--- config.mk ---
export PLATFORM = sky130hd
export DESIGN_NAME = rx_frame_filter
export DESIGN_NICKNAME = d
export VERILOG_FILES = /design/src/rtl/rx_frame_filter.sv
export SDC_FILE = /design/constraint.sdc
export NUM_CORES = 1
export LEC_CHECK = 0
export ABC_AREA = 0
export BUFFER_PORTS_ARGS = -buffer_cell sky130_fd_sc_hd__buf_4
export CORE_MARGIN = 2
export CORE_UTILIZATION = 60
export DETAILED_ROUTE_END_ITERATION = 8
export GPL_TIMING_DRIVEN = 1
export PLACE_DENSITY = 0.83
export RECOVER_POWER = 25
export SETUP_SLACK_MARGIN = 0.2
export SYNTH_ARGS = -nofsm -noshare
export SYNTH_HDL_FRONTEND = slang
export SYNTH_SLANG_ARGS = --single-unit
--- constraint.sdc ---
create_clock -name clk -period 7.1 [get_ports clk]
set_clock_uncertainty 0.05 [all_clocks]
set_input_delay 1.42 -clock clk [delete_from_list [all_inputs] [get_ports clk]]
set_output_delay 1.42 -clock clk [all_outputs]
set_load 0.02 [all_outputs]
--- src/rtl/rx_frame_filter.sv ---
module rx_frame_filter #(
  parameter int PAYLOAD_BYTES = 4,
  parameter int CNT_W = 8
) (
  input  logic                       clk,
  input  logic                       rst_n,
  input  logic [7:0]                 node_addr,
  input  logic                       in_valid,
  input  logic                       in_sof,
  input  logic [7:0]                 in_byte,
  input  logic                       out_full,
  output logic                       out_push,
  output logic [7:0]                 out_src,
  output logic [8*PAYLOAD_BYTES-1:0] out_payload,
  output logic [CNT_W-1:0]           ovf_count
);
  localparam int PW        = 8 * PAYLOAD_BYTES;
  localparam int FRAME_LEN = PAYLOAD_BYTES + 4;
  localparam logic [7:0] LEN_B     = 8'(FRAME_LEN);
  localparam logic [7:0] POS_SRC   = 8'd1;
  localparam logic [7:0] POS_DST   = 8'd2;
  localparam logic [7:0] POS_PAY0  = 8'd3;
  localparam logic [7:0] POS_PAYN  = 8'(PAYLOAD_BYTES + 2);
  localparam logic [7:0] BCAST     = 8'hFF;
  localparam logic [CNT_W-1:0] CNT_MAX = '1;

  logic          open_q;
  logic [7:0]    len_q;
  logic [7:0]    pos_q;
  logic [7:0]    src_q;
  logic [7:0]    dst_q;
  logic [PW-1:0] pay_q;

  wire       start    = in_valid && in_sof;
  wire       body     = in_valid && !in_sof && open_q;
  wire [7:0] pos_nx   = pos_q + 8'd1;
  wire       last     = body && (pos_nx == len_q);
  wire       addr_hit = (dst_q == node_addr) || (dst_q == BCAST);
  wire       keep     = last && (len_q == LEN_B) && in_byte[7] && addr_hit && (src_q != 8'h00);

  always_ff @(posedge clk) begin
    if (!rst_n) begin
      open_q      <= 1'b0;
      len_q       <= '0;
      pos_q       <= '0;
      src_q       <= '0;
      dst_q       <= '0;
      pay_q       <= '0;
      out_push    <= 1'b0;
      out_src     <= '0;
      out_payload <= '0;
      ovf_count   <= '0;
    end else begin
      out_push <= 1'b0;
      if (start) begin
        len_q  <= in_byte;
        pos_q  <= '0;
        open_q <= (in_byte != 8'h00);
      end else if (body) begin
        pos_q <= pos_nx;
        if (pos_nx == POS_SRC) src_q <= in_byte;
        if (pos_nx == POS_DST) dst_q <= in_byte;
        if (pos_nx >= POS_PAY0 && pos_nx <= POS_PAYN)
          pay_q <= {pay_q[PW-9:0], in_byte};
        if (last) open_q <= 1'b0;
        if (keep) begin
          if (!out_full) begin
            out_push    <= 1'b1;
            out_src     <= src_q;
            out_payload <= pay_q;
          end else if (ovf_count != CNT_MAX) begin
            ovf_count <= ovf_count + 1'b1;
          end
        end
      end
    end
  end
endmodule


==> implementation parameters <==
Parameter                              Value

Detailed routing
  Routed len/inst ... between 15 and 20 um
  First drt pass iteration count ... 4
  Detail-routed via count per cell ... 5.64
  Count of routing violations after the opening detailed-route iteration ... 234
  Total via count in the routed design ... between 3k and 4k
  DRC violations left ... 0
  Post-detailed-route count of antenna-violating nets ... 0
  Drt total wl ... about 11000 um

Synth
  Mean instance size in the synthesized netlist ... about 10 um^2
  Netlist area before placement ... between 0.004 and 0.005 mm^2
  Synthesized Nets ... 534
  Number of distinct library cell variants in the gate-level netlist after synthesis ... 55
  Sequential area share after synthesis ... between 40% and 50%
  Yosys Warn Count ... 0
  Number of standard cells after synthesis ... slightly above 500
  Register bit count reported by yosys ... 114

Worst setup path
  Category of cells accounting for the largest share of critical-path delay ... buffers and inverters
  Required time of the critical path ... roughly 7300 ps
  Startpoint type of the worst setup path ... input pin
  Worst Path Buf+Inv ... 3
  Slowest cell on the critical path ... sky130_fd_sc_hd__clkbuf_1
  Cell Chain, Critical Path ... clkbuf_1 -> clkinv_1 -> clkbuf_1 -> nor2_1
  Capture instance of the worst register-to-register path ... pay_q[28]$_SDFFE_PN0P_
  Worst reg-to-reg path cell count ... 8
  Slack of the worst reg-to-reg path ... around 3700 ps
  Launch instance of the worst register-to-register path ... pos_q[0]$_SDFFE_PP0P_
  Maximum cell stage delay along the critical path ... 2560 ps
  Setup Crit Path Kind ... input pin to register
  Cell with the most instances on the worst path ... sky130_fd_sc_hd__clkbuf_1
  Critical path fanouts, max ... 87
  Data arrival at the endpoint of the critical path ... 4880 ps
  Kind of end point of the critical path ... register

Power and ir drop
  Static Leakage ... between 2 and 3 nW
  Power density over the cells ... 257 mW/mm^2
  Worst voltage drop across the vdd grid ... between 0.15 and 0.2 mV

Run status
  Violated checks ... capacitance limit, slew limit
  Result of the run ... finished, violations left

Floorplanning
  Core area ... 0.00809 mm^2
  Die outline area ... 0.00899 mm^2
  Overall die height ... roughly 95 um
  Standard-cell rows ... 33
  Die X-Extent ... around 95 um
  Effective utilization at floorplan ... 61.1%
  Count of pins on the block boundary ... 70

STA
  Part of the cycle the worst path needs ... approximately two thirds
  Setup total negative slack ... 0 ps
  Fmax ... between 200 and 250 MHz
  Final hold vios ... 0
  Slew at the pin closest to its max-slew limit ... around 3600 ps
  Tightest slew margin relative to the limit ... -142%
  Number of pins exceeding their max-slew limit in the final report ... 88
  RSZ-0062 raised after global routing ... false
  Period minus WS final ... between 4000 and 5000 ps
  Number of endpoints failing setup at the final stage ... 0

Clocking
  Clock tree from TritonCTS ... done
  Cts hold-fix bufs ... 0
  TritonCTS sink count ... roughly 110
  CTS H-tree lvls ... 4
  Insertion delay of the later-clocked pin in the worst-skew pair ... around 510 ps
  Clock Tree Buf Depth ... 2
  Clk Tree Root Cell ... sky130_fd_sc_hd__clkbuf_8
  Post-CTS clock slew at the launch and capture registers of the worst setup and hold paths ... 50 ps
  Number of buffers created by CTS ... 17
  Postcts setup bufs ... 0
  Cts repair resizes ... 0

Place
  Final weighted congestion in routability-driven placement ... between 0.8 and 0.9
  Detailed-placement wirelength estimate ... roughly 7300 um
  Total cell area at the placement stage ... ~0.0054 mm^2
  Count of port buffers added during placement ... 69

Final layout
  Most frequent cells in the layout ... 114 x sky130_fd_sc_hd__dfxtp_1, 92 x sky130_fd_sc_hd__mux2i_1, 86 x sky130_fd_sc_hd__nor2_1, 51 x sky130_fd_sc_hd__nand2_1, 43 x sky130_fd_sc_hd__buf_4
  Storage cell area ... 0.00228 mm^2
  Fill count ... 611
  Commonest non-fill, non-tap cell in the layout ... sky130_fd_sc_hd__dfxtp_1
  Antenna fix cells ... 0
  Share of cells above drive strength 1 ... between 15 and 20%
  Final net count ... 596
  Synthesis-to-finish area growth ... 18.9%
  Finished layout cell area ... just under 0.006 mm^2
  Area of the multi-input gates ... between 0.002 and 0.0025 mm^2

Min path
  Worst hold path type ... register to register
  Hold-critical path endpoint ... out_payload[30]$_SDFFE_PN0P_
  Hold depth ... 2
  Launch instance of the worst min-delay path ... pay_q[30]$_SDFFE_PN0P_

Global route
  Total congestion overflow after global routing ... 0
  Largest net degree at the start of global routing ... 88
  Number of global-route vias before repair ... 3869
  GRT met1 Usage ... roughly 33%
  Number of antenna violations at the first check in global routing ... 0
  Global-route wire length before repair ... between 15000 and 20000 um
  Global-route usage over all layers ... 27.2%
  Met2 Use GR ... approximately 47%
  Fraction of met3 tracks used by global routing ... between 7 and 8%
  Busiest layer in global routing ... met2

Run
  Total of max-cap violations ... 1
how the worst max path moves through the flow:
stage	from	slack, ps	to	depth (start not counted)
after detailed placement	in_sof	3590	pay_q[21]$_SDFFE_PN0P_	6
after global placement	in_valid	3650	ovf_count[5]$_SDFFE_PN0P_	8
after floorplan	in_valid	3910	ovf_count[5]$_SDFFE_PN0P_	8
final	rst_n	2390	out_payload[5]$_SDFFE_PN0P_	4
after global routing	rst_n	1990	pay_q[4]$_SDFFE_PN0P_	4
after CTS	pos_q[0]$_SDFFE_PP0P_	3760	pay_q[28]$_SDFFE_PN0P_	8
layer usage:
metal  routed length [um]  share of wire (%)
met3                  678                5.9
met1                 4850                 42
met2                 5740                 50
met5                    0                  0
met4                  148                1.3
final cells by class:
type,count,share of cell area (%)
clock buffers,22,7.36
well taps,105,2.23
repair buffers,71,7.27
multi-input cells,362,41.8
inverters,4,0.255
flip-flops and latches,114,38.8
clock inverters,10,2.30
synthesized netlist by cell type (all sizes together):
| library cell | count | share of area [%] |
|---|---|---|
| a21o | 1 | 0.18 |
| o31ai | 3 | 0.46 |
| mux2 | 1 | 0.30 |
| and2 | 3 | 0.43 |
| o21ba | 1 | 0.20 |
| nand2 | 53 | 4.1 |
| or3 | 5 | 0.68 |
| o21ai | 8 | 0.81 |
| a31oi | 2 | 0.25 |
| mux2i | 92 | 19 |
| dfxtp | 114 | 46 |
| xnor2 | 10 | 1.8 |
| clkinv | 1 | 0.076 |
| clkbuf | 14 | 1.3 |
| inv | 3 | 0.23 |
| and4 | 1 | 0.23 |
| or2 | 1 | 0.13 |
| and3 | 3 | 0.40 |
| nor4b | 2 | 0.48 |
| nand4b | 1 | 0.18 |
| o211ai | 2 | 0.30 |
| xor2 | 16 | 2.8 |
| nand4bb | 1 | 0.23 |
| nand2b | 1 | 0.13 |
| nor2 | 88 | 7.1 |
| or4 | 2 | 0.38 |
| nor3b | 1 | 0.15 |
| nor3 | 9 | 1.2 |
| nand3 | 11 | 1.4 |
| a21oi | 19 | 1.9 |
| nand3b | 3 | 0.71 |
| buf | 14 | 2.4 |
| o41ai | 1 | 0.18 |
| a311oi | 1 | 0.30 |
| o2111ai | 1 | 0.18 |
| nand4 | 6 | 1.4 |
| ha | 5 | 1.3 |
| nor4 | 8 | 1.0 |
worst min-delay path: stages, from the launching register on:
cell and delay (ps):
sky130_fd_sc_hd__dfxtp_1 320, sky130_fd_sc_hd__mux2i_1 70, sky130_fd_sc_hd__nor2_1 70
metrics by stage:
stage / hold slack (ps) / power (mW) / utilization [%] / std cells / worst slack, ps
6_report: 443 / 1.51 / 72.7 / 688 / 2390
5_1_grt: 462 / 1.55 / 72.7 / 688 / 1990
4_1_cts: 444 / 1.52 / 74.1 / 688 / 3760
3_5_place_dp: 431 / 0.708 / 67.1 / 656 / 3590
3_3_place_gp: 422 / 0.706 / 67.1 / 656 / 3650
2_1_floorplan: 400 / 0.689 / - / 508 / 3910
logic make-up after synthesis:
group | synth area share (%)
AOI/OAI and AO/OA | 4.78
xor gates and xnor gates | 4.60
adders and majority gates | 1.26
buffers and inverters | 4.00
DFF | 46.1
muxes | 18.9
and+or+nand+nor | 20.3
registers in the layout (all words and copies together), names as in the netlist:
name,count
dst_q,8
len_q,8
open_q,1
out_payload,32
out_push,1
out_src,8
ovf_count,8
pay_q,32
pos_q,8
src_q,8
power by group:
group / switching, mW / internal (mW) / leakage, nW
clock network: 0.284 / 0.532 / 0.277
registers: 0.00432 / 0.644 / 0.919
logic: 0.0299 / 0.0164 / 1.43
total: 0.318 / 1.19 / 2.63
Note: power is estimated with default switching activity, not from simulation.
